<file path="src/rtl/sdr_trk_pkg.sv">
package sdr_trk_pkg;

  typedef enum logic [2:0] {
    OP_NOP = 3'd0,
    OP_ACT = 3'd1,
    OP_RD  = 3'd2,
    OP_WR  = 3'd3,
    OP_BST = 3'd4,
    OP_PRE = 3'd5
  } op_e;

  typedef enum logic [2:0] {
    BK_IDLE  = 3'd0,
    BK_OPEN  = 3'd1,
    BK_READ  = 3'd2,
    BK_WRITE = 3'd3,
    BK_PEND  = 3'd4,
    BK_PRECH = 3'd5
  } bank_st_e;

  // Cycles spent in the pending state before precharge; 0 means precharge at once.
  function automatic int unsigned ap_delay(logic is_wr, logic was_cut,
                                           int unsigned cl, int unsigned twr);
    if (is_wr)   return twr;
    if (was_cut) return 0;
    return cl;
  endfunction

  function automatic int unsigned max4(int unsigned a, int unsigned b,
                                       int unsigned c, int unsigned d);
    int unsigned m;
    m = a;
    if (b > m) m = b;
    if (c > m) m = c;
    if (d > m) m = d;
    return m;
  endfunction

endpackage

</file>
<file path="src/rtl/sdr_bank_fsm.sv">
module sdr_bank_fsm
  import sdr_trk_pkg::*;
#(
  parameter int unsigned CAS_LAT = 2,
  parameter int unsigned T_WR    = 2,
  parameter int unsigned T_RP    = 3,
  parameter int unsigned CW      = 3
) (
  input  logic     clk,
  input  logic     rst_n,
  input  logic     go_act,
  input  logic     go_burst,
  input  logic     burst_wr,
  input  logic     burst_ap,
  input  logic     go_pre,
  input  logic     stop,
  input  logic     nat_end,
  input  logic     cut,
  output bank_st_e st,
  output logic     ap_flag
);

  logic [CW-1:0] cnt, cnt_n;
  bank_st_e      st_n;
  logic          ap_n;
  int unsigned   dly;

  always_comb begin
    st_n  = st;
    cnt_n = cnt;
    ap_n  = ap_flag;
    dly   = ap_delay(st == BK_WRITE, cut, CAS_LAT, T_WR);
    case (st)
      BK_PEND:  if (cnt == CW'(1)) begin st_n = BK_PRECH; cnt_n = CW'(T_RP); end
                else cnt_n = cnt - CW'(1);
      BK_PRECH: if (cnt == CW'(1)) st_n = BK_IDLE;
                else cnt_n = cnt - CW'(1);
      default: ;
    endcase
    if (nat_end || cut) begin
      if (!ap_flag)      st_n = BK_OPEN;
      else if (dly == 0) begin st_n = BK_PRECH; cnt_n = CW'(T_RP); end
      else               begin st_n = BK_PEND;  cnt_n = CW'(dly);  end
      ap_n = 1'b0;
    end
    if (stop) begin st_n = BK_OPEN; ap_n = 1'b0; end
    if (go_act) st_n = BK_OPEN;
    if (go_burst) begin
      st_n = burst_wr ? BK_WRITE : BK_READ;
      ap_n = burst_ap;
    end
    if (go_pre) begin st_n = BK_PRECH; cnt_n = CW'(T_RP); ap_n = 1'b0; end
  end

  always_ff @(posedge clk) begin
    if (!rst_n) begin
      st      <= BK_IDLE;
      cnt     <= '0;
      ap_flag <= 1'b0;
    end else begin
      st      <= st_n;
      cnt     <= cnt_n;
      ap_flag <= ap_n;
    end
  end

  // pending only leads on to precharge, precharge only to idle
  p_pend_exit_r5: assert property (@(posedge clk) disable iff (!rst_n)
    (st == BK_PEND) |=> (st == BK_PEND || st == BK_PRECH));
  p_prech_exit_r5: assert property (@(posedge clk) disable iff (!rst_n)
    (st == BK_PRECH) |=> (st == BK_PRECH || st == BK_IDLE));
  // cut auto-precharge read precharges on the interrupting edge
  p_cut_read_r6: assert property (@(posedge clk) disable iff (!rst_n)
    (cut && st == BK_READ && ap_flag && !go_burst) |=> (st == BK_PRECH));
  // cut auto-precharge write waits for recovery
  p_cut_write_r7: assert property (@(posedge clk) disable iff (!rst_n)
    (cut && st == BK_WRITE && ap_flag && !go_burst) |=> (st == BK_PEND));

endmodule

</file>
<file path="src/rtl/sdr_bus_owner.sv">
module sdr_bus_owner #(
  parameter int unsigned BURST_LEN = 4,
  parameter int unsigned CAS_LAT   = 2,
  parameter int unsigned BW        = 2,
  parameter int unsigned CW        = 3
) (
  input  logic          clk,
  input  logic          rst_n,
  input  logic          new_burst,
  input  logic [BW-1:0] nb_bank,
  input  logic          nb_wr,
  input  logic          nb_ap,
  input  logic          clr,
  input  logic          dqm_in,
  output logic          slot_valid,
  output logic [BW-1:0] slot_bank,
  output logic          slot_wr,
  output logic          slot_ap,
  output logic          slot_last,
  output logic          bus_valid,
  output logic [BW-1:0] bus_bank,
  output logic          bus_wr,
  output logic          dqm_miss
);

  logic [CW-1:0] cnt, cnt_n;
  logic          v_n, wr_n, ap_n;
  logic [BW-1:0] bank_n;
  logic          rd_v [CAS_LAT];
  logic [BW-1:0] rd_b [CAS_LAT];
  logic          dqm_d1, dqm_d2;
  logic          lead_ok, miss_n;

  assign slot_last = slot_valid && (cnt == '0);

  always_comb begin
    v_n = slot_valid; bank_n = slot_bank; wr_n = slot_wr; ap_n = slot_ap; cnt_n = cnt;
    if (new_burst) begin
      v_n = 1'b1; bank_n = nb_bank; wr_n = nb_wr; ap_n = nb_ap; cnt_n = CW'(BURST_LEN - 1);
    end else if (clr || slot_last) begin
      v_n = 1'b0;
    end else if (slot_valid) begin
      cnt_n = cnt - CW'(1);
    end
  end

  assign lead_ok = slot_ap ? dqm_d2 : dqm_d1;
  assign miss_n  = new_burst && nb_wr && slot_valid && !slot_wr && !lead_ok;

  always_ff @(posedge clk) begin
    if (!rst_n) begin
      slot_valid <= 1'b0; slot_bank <= '0; slot_wr <= 1'b0; slot_ap <= 1'b0; cnt <= '0;
      for (int i = 0; i < CAS_LAT; i++) begin rd_v[i] <= 1'b0; rd_b[i] <= '0; end
      bus_valid <= 1'b0; bus_bank <= '0; bus_wr <= 1'b0;
      dqm_d1 <= 1'b0; dqm_d2 <= 1'b0; dqm_miss <= 1'b0;
    end else begin
      slot_valid <= v_n; slot_bank <= bank_n; slot_wr <= wr_n; slot_ap <= ap_n; cnt <= cnt_n;
      rd_v[0] <= v_n && !wr_n;
      rd_b[0] <= bank_n;
      for (int i = 1; i < CAS_LAT; i++) begin rd_v[i] <= rd_v[i-1]; rd_b[i] <= rd_b[i-1]; end
      if (v_n && wr_n) begin
        bus_valid <= 1'b1; bus_bank <= bank_n; bus_wr <= 1'b1;
      end else begin
        bus_valid <= rd_v[CAS_LAT-1]; bus_bank <= rd_b[CAS_LAT-1]; bus_wr <= 1'b0;
      end
      dqm_d1   <= dqm_in;
      dqm_d2   <= dqm_d1;
      dqm_miss <= miss_n;
    end
  end

  // an accepted write owns the bus on its own edge
  p_write_owns_bus_r4: assert property (@(posedge clk) disable iff (!rst_n)
    (new_burst && nb_wr) |=> (bus_valid && bus_wr && bus_bank == $past(nb_bank)));
  // burst stop frees the slot
  p_stop_frees_slot_r9: assert property (@(posedge clk) disable iff (!rst_n)
    (clr && !new_burst) |=> !slot_valid);

endmodule

</file>
<file path="src/rtl/sdr_burst_tracker.sv">
module sdr_burst_tracker
  import sdr_trk_pkg::*;
#(
  parameter int unsigned NUM_BANKS = 4,
  parameter int unsigned BURST_LEN = 4,
  parameter int unsigned CAS_LAT   = 2,
  parameter int unsigned T_WR      = 2,
  parameter int unsigned T_RP      = 3,
  localparam int unsigned BW       = $clog2(NUM_BANKS)
) (
  input  logic                   clk,
  input  logic                   rst_n,
  input  logic [2:0]             cmd_op,
  input  logic [BW-1:0]          cmd_bank,
  input  logic                   cmd_ap,
  input  logic                   dqm_in,
  output logic [3*NUM_BANKS-1:0] bank_state,
  output logic                   bus_valid,
  output logic [BW-1:0]          bus_bank,
  output logic                   bus_wr,
  output logic                   dqm_miss,
  output logic                   illegal_cmd
);

  localparam int unsigned CW = $clog2(max4(BURST_LEN, CAS_LAT, T_WR, T_RP) + 1);

  bank_st_e      st_a [NUM_BANKS];
  logic          ap_a [NUM_BANKS];
  logic [NUM_BANKS-1:0] in_burst;
  logic          slot_valid, slot_wr, slot_ap, slot_last;
  logic [BW-1:0] slot_bank;
  bank_st_e      sel_st;
  logic          sel_burst, sel_locked, bank_ok, legal;
  logic          new_burst, clr, slot_hit;
  op_e           op;

  assign op         = op_e'(cmd_op);
  assign bank_ok    = 32'(cmd_bank) < NUM_BANKS;
  assign sel_st     = bank_ok ? st_a[cmd_bank] : BK_IDLE;
  assign sel_burst  = (sel_st == BK_READ) || (sel_st == BK_WRITE);
  assign sel_locked = sel_burst && bank_ok && ap_a[cmd_bank];
  assign slot_hit   = slot_valid && (slot_bank == cmd_bank);

  always_comb begin
    case (op)
      OP_NOP:         legal = 1'b1;
      OP_ACT:         legal = bank_ok && sel_st == BK_IDLE;
      OP_RD, OP_WR:   legal = bank_ok && (sel_st == BK_OPEN || (sel_burst && !sel_locked));
      OP_BST:         legal = bank_ok && slot_hit && !slot_ap;
      OP_PRE:         legal = bank_ok && (sel_st == BK_IDLE || sel_st == BK_OPEN ||
                                          (sel_burst && !sel_locked));
      default:        legal = 1'b0;
    endcase
  end

  assign new_burst = legal && (op == OP_RD || op == OP_WR);
  assign clr       = legal && slot_hit && (op == OP_BST || op == OP_PRE);

  sdr_bus_owner #(
    .BURST_LEN(BURST_LEN), .CAS_LAT(CAS_LAT), .BW(BW), .CW(CW)
  ) u_bus (
    .clk(clk), .rst_n(rst_n),
    .new_burst(new_burst), .nb_bank(cmd_bank), .nb_wr(op == OP_WR), .nb_ap(cmd_ap),
    .clr(clr), .dqm_in(dqm_in),
    .slot_valid(slot_valid), .slot_bank(slot_bank), .slot_wr(slot_wr),
    .slot_ap(slot_ap), .slot_last(slot_last),
    .bus_valid(bus_valid), .bus_bank(bus_bank), .bus_wr(bus_wr), .dqm_miss(dqm_miss)
  );

  for (genvar i = 0; i < NUM_BANKS; i++) begin : g_bank
    logic hit, own;
    assign hit = legal && (32'(cmd_bank) == i);
    assign own = slot_valid && (32'(slot_bank) == i);

    sdr_bank_fsm #(
      .CAS_LAT(CAS_LAT), .T_WR(T_WR), .T_RP(T_RP), .CW(CW)
    ) u_fsm (
      .clk(clk), .rst_n(rst_n),
      .go_act  (hit && op == OP_ACT),
      .go_burst(hit && (op == OP_RD || op == OP_WR)),
      .burst_wr(op == OP_WR),
      .burst_ap(cmd_ap),
      .go_pre  (hit && op == OP_PRE && st_a[i] != BK_IDLE),
      .stop    (hit && op == OP_BST),
      .nat_end (own && slot_last),
      .cut     (own && new_burst && !slot_last),
      .st(st_a[i]), .ap_flag(ap_a[i])
    );

    assign bank_state[3*i +: 3] = st_a[i];
    assign in_burst[i] = (st_a[i] == BK_READ) || (st_a[i] == BK_WRITE);
  end

  always_ff @(posedge clk) begin
    if (!rst_n) illegal_cmd <= 1'b0;
    else        illegal_cmd <= !legal;
  end

  // a single burst slot
  p_one_burst_r11: assert property (@(posedge clk) disable iff (!rst_n)
    $countones(in_burst) <= 1);
  // a rejected activate leaves the addressed bank where it was
  p_illegal_act_r10: assert property (@(posedge clk) disable iff (!rst_n)
    (!legal && op == OP_ACT && sel_st == BK_OPEN) |=> (st_a[$past(cmd_bank)] != BK_IDLE));

endmodule

</file>
<file path="config.mk">
export PLATFORM = sky130hd
export DESIGN_NAME = sdr_burst_tracker
export DESIGN_NICKNAME = d
export VERILOG_FILES = /design/src/rtl/sdr_trk_pkg.sv /design/src/rtl/sdr_bank_fsm.sv /design/src/rtl/sdr_bus_owner.sv /design/src/rtl/sdr_burst_tracker.sv
export SDC_FILE = /design/constraint.sdc
export NUM_CORES = 1
export LEC_CHECK = 0
export ABC_AREA = 1
export BUFFER_PORTS_ARGS = -buffer_cell sky130_fd_sc_hd__buf_2
export CAP_MARGIN = 20
export CORE_MARGIN = 2
export CORE_UTILIZATION = 61
export CTS_BUF_LIST = sky130_fd_sc_hd__clkbuf_8 sky130_fd_sc_hd__clkbuf_16
export CTS_CLUSTER_SIZE = 40
export DETAILED_ROUTE_END_ITERATION = 8
export GPL_TIMING_DRIVEN = 1
export HOLD_SLACK_MARGIN = 0.12
export PLACE_DENSITY = 0.8
export SYNTH_ARGS = -nofsm -noshare
export SYNTH_HDL_FRONTEND = slang
export SYNTH_HIERARCHICAL = 1
export SYNTH_SLANG_ARGS = --single-unit
</file>
<file path="constraint.sdc">
create_clock -name clk -period 2.7 [get_ports clk]
set_input_delay 0.54 -clock clk [delete_from_list [all_inputs] [get_ports clk]]
set_output_delay 0.54 -clock clk [all_outputs]
set_load 0.01 [all_outputs]
</file>
==> impl_metrics.yaml <==
run_status:
  status: "finished clean"
clock_network:
  cts_resized: 0
  hold_buffers: 0
  max-clock-path-buffers: 2
  numClockSinks: 48
  cts_buffers: 5
  path_clk_slew_ns: 0.09
  root_buffer: "clkbuf_8"
  htreeDepth: 2
  cts_tree: "built"
  clk_latency_ns: 0.31
  post_cts_buffers: 0
sta:
  setup_viol: 0
  worst_pin_slew_ns: 0.573
  fin_crit_sh: 0.876
  fmaxAchievable_mhz: 423
  fin_skew_ns: 0.0109
  holdWs_ns: 0.414
  finalHoldViolCount: 0
  maxSlewViolCount: 0
  rsz0062_at_grt: "false"
  relSlewSlack: 0.616
  fin_setup_tns_ns: 0
  post-route-min-period_ns: 2.36
finish:
  n_antenna_cell: 0
  syn2layout_area_growth_pct: 10.3
  drive_gt1_frac: 0.193
  fin_nets: 608
placed_design:
  port_buffers: 26
  hpwlAfterDp_um: 6250
  gp_congestion: 0.950
detailed_routing:
  dr.max_layer_used: "met4"
  drt-met1-wl_um: 3580
  wl_per_cell_um: 12.1
  route.met2.wl_um: 3850
  vias: 3457
  avgViaCountPerCell: 5.25
  drt-total-wl_um: 7980
  wl_met3_um: 415
  drt-initial-drc-count: 226
  dr.pass1.iters: 5
  drc: 0
  ant_nets: 0
setup_path:
  endpoint: "g_bank[3].u_fsm/st[0]$_SDFFE_PN0P_"
  cp_max_fo: 11
  cp.depth: 19
  path_buf_inv: 4
  reg2reg_depth: 18
  end_kind: "flip-flop"
  cp_top_family: "simple AND/OR/NAND/NOR gates"
  worstSetupPathType: "in2reg"
  crit_path_start_kind: "input port"
  r2r_start: "g_bank[3].u_fsm/st[0]$_SDFFE_PN0P_"
  slowest_delay_ns: 0.27
  arrival_ns: 2.57
  crit_chain: "buf_2, inv_2, nor2_1, nor2_1, nand3_1, nand2_1, nand2_1, nand2_1, inv_2, nand2_8, nand3_4, nor2_1, buf_4, nor3_4, nand3_2, nand2_1, nor2_1, nor2_1, nor2_1"
  r2r_end: "g_bank[3].u_fsm/st[0]$_SDFFE_PN0P_"
  rrSetupSlack_ns: 0.38
  slowest_stage: "buf_2"
  critPathRequiredTime_ns: 2.91
  startpoint: "cmd_bank[1]"
  crit_path_frequent_cell: "nor2_1"
synthesis:
  yosysUniqueCellTypes: 35
  yosysWarnings: 6
  synth_cells: 544
  ys_ff_latch: 48
  synth_nets: 567
  synth_seq_area_share: 0.274
  syn_area_per_cell_um2: 6.44
  netlist_area_mm2: 0.00350
floorplan:
  pin_count: 27
  dieHeight_um: 79.8
  row_count: 27
  die-area_mm2: 0.00636
  start_util: 0.632
  die_w_um: 79.8
  core-area_mm2: 0.00554
pwr:
  powerDensity_mw_per_mm2: 369
  p_leak_nw: 2.02
  max-vdd-ir-drop_mv: 0.345
grt:
  grt_pass1_wl_um: 13800
  grt_antenna_before_repair: 0
  grt_max_degree: 17
  grt_pass1_vias: 3211
  track_usage: 0.270
  grt_overflow_total: 0
min_path:
  min_path_type: "in2reg"
run:
  cap_violations: 0
metrics by stage:
stage	power [mW]	cell area, um^2	instances	setup WS [ns]	utilization
2_1_floorplan	0.933	3500	544	0.341	-
3_3_place_gp	0.990	3770	650	0.0639	0.680
3_5_place_dp	0.997	3770	650	0.0392	0.680
4_1_cts	1.43	3860	658	0.362	0.697
5_1_grt	1.48	3860	658	0.0768	0.697
6_report	1.43	3860	658	0.336	0.697
per-layer routing:
layer	up-vias	global-route usage
li1	1779	-
met1	1565	0.340
met2	97	0.473
met3	16	0.0328
met4	0	0.0949
met5	-	0
state kept, by name (all words and copies together), names as in the netlist, 2 cells and up:
name	flops
g_bank.u_fsm/ap_flag	4
g_bank.u_fsm/cnt	12
g_bank.u_fsm/st	12
u_bus/bus_bank	2
u_bus/cnt	3
u_bus/rd_b	3
u_bus/rd_v	2
cells in the final DEF, fill, tap and decap left out, types with 2 or more instances in the layout:
cell and instances:
nand2_1 144, inv_1 85, nor2_1 75, dfxtp_1 48
nand3_1 44, buf_2 26, a21oi_1 21, ha_1 14
buf_4 14, inv_2 12, o21ai_0 11, nor2_4 10
nand4_1 9, nor2_2 7, nand2_2 7, clkbuf_8 5
nand2_4 5, nand3_4 4, o31ai_1 4, or2_2 4
nor3_1 4, nand3_2 4, o21ai_2 4, a21oi_2 3
a21boi_0 3, nor3_4 3, o21a_1 3, or2_1 2
where the power goes:
group	internal [mW]	total [mW]	switching [mW]
Combinational	0.0797	0.229	0.150
Sequential	0.731	0.753	0.0223
Clock	0.184	0.443	0.259
Total	0.995	1.43	0.431
worst register-to-register path: stages, from the launching register on:
cell and delay (ns):
dfxtp_1 0.52, nand3_1 0.15, nand2_1 0.12, inv_1 0.05, nand2_1 0.07, nor2_1 0.04
nand2_1 0.05, nand2_1 0.06, inv_2 0.10, nand2_8 0.10, nand3_4 0.09, nor2_1 0.07
buf_4 0.16, nor3_4 0.27, nand3_2 0.12, nand2_1 0.09, nor2_1 0.04, nor2_1 0.08
nor2_1 0.04
cells by family (layout without fill, tap and decap cells):
| kind of cell | Yosys count | in the layout | synth area share |
|---|---|---|---|
| simple gates | 326 | 326 | 0.462 |
| flops | 48 | 48 | 0.274 |
| compound gates | 52 | 52 | 0.0911 |
| xor+xnor | 1 | 1 | 0.00250 |
| fa+ha+maj | 14 | 14 | 0.0500 |
| buf+inv | 103 | 145 | 0.120 |
area by class of cell:
cell class                 count  area, um^2
multi-input combinational    393        2120
fill                         502        1680
sequential                    48         961
inverter                      97         364
timing repair buffer          40         235
tap                           72        90.1
clock buffer                   5        68.8
clock inverter                 3        21.3
how the worst min path moves through the flow:
stage / startpoint / endpoint / slack, ns / depth (start not counted)
after floorplan: u_bus/rd_v[0][0]$_SDFF_PN0_ / u_bus/rd_v[0][1]$_SDFF_PN0_ / 0.39 / 2
after global placement: u_bus/rd_v[0][0]$_SDFF_PN0_ / u_bus/rd_v[0][1]$_SDFF_PN0_ / 0.40 / 2
after detailed placement: u_bus/rd_v[0][0]$_SDFF_PN0_ / u_bus/rd_v[0][1]$_SDFF_PN0_ / 0.41 / 2
after CTS: dqm_in / u_bus/dqm_d1$_SDFF_PN0_ / 0.41 / 3
after global routing: dqm_in / u_bus/dqm_d1$_SDFF_PN0_ / 0.42 / 3
final: dqm_in / u_bus/dqm_d1$_SDFF_PN0_ / 0.41 / 3
Yosys cell counts, drive strengths merged:
library cell	instances	area (um^2)
xor2	1	8.76
a21oi	24	131
a31oi	1	6.26
o31ai	4	30.0
or2	6	37.5
nand4	9	56.3
o21a	3	22.5
nor4	2	18.8
nor2	92	438
buf	6	56.3
inv	97	364
nand2	157	661
and3	1	6.26
dfxtp	48	961
ha	14	175
a21boi	4	30.0
nor3	7	68.8
nand3	52	330
o2111ai	1	8.76
o21ai	15	90.1
No activity file was read; power rests on OpenSTA's default activity.
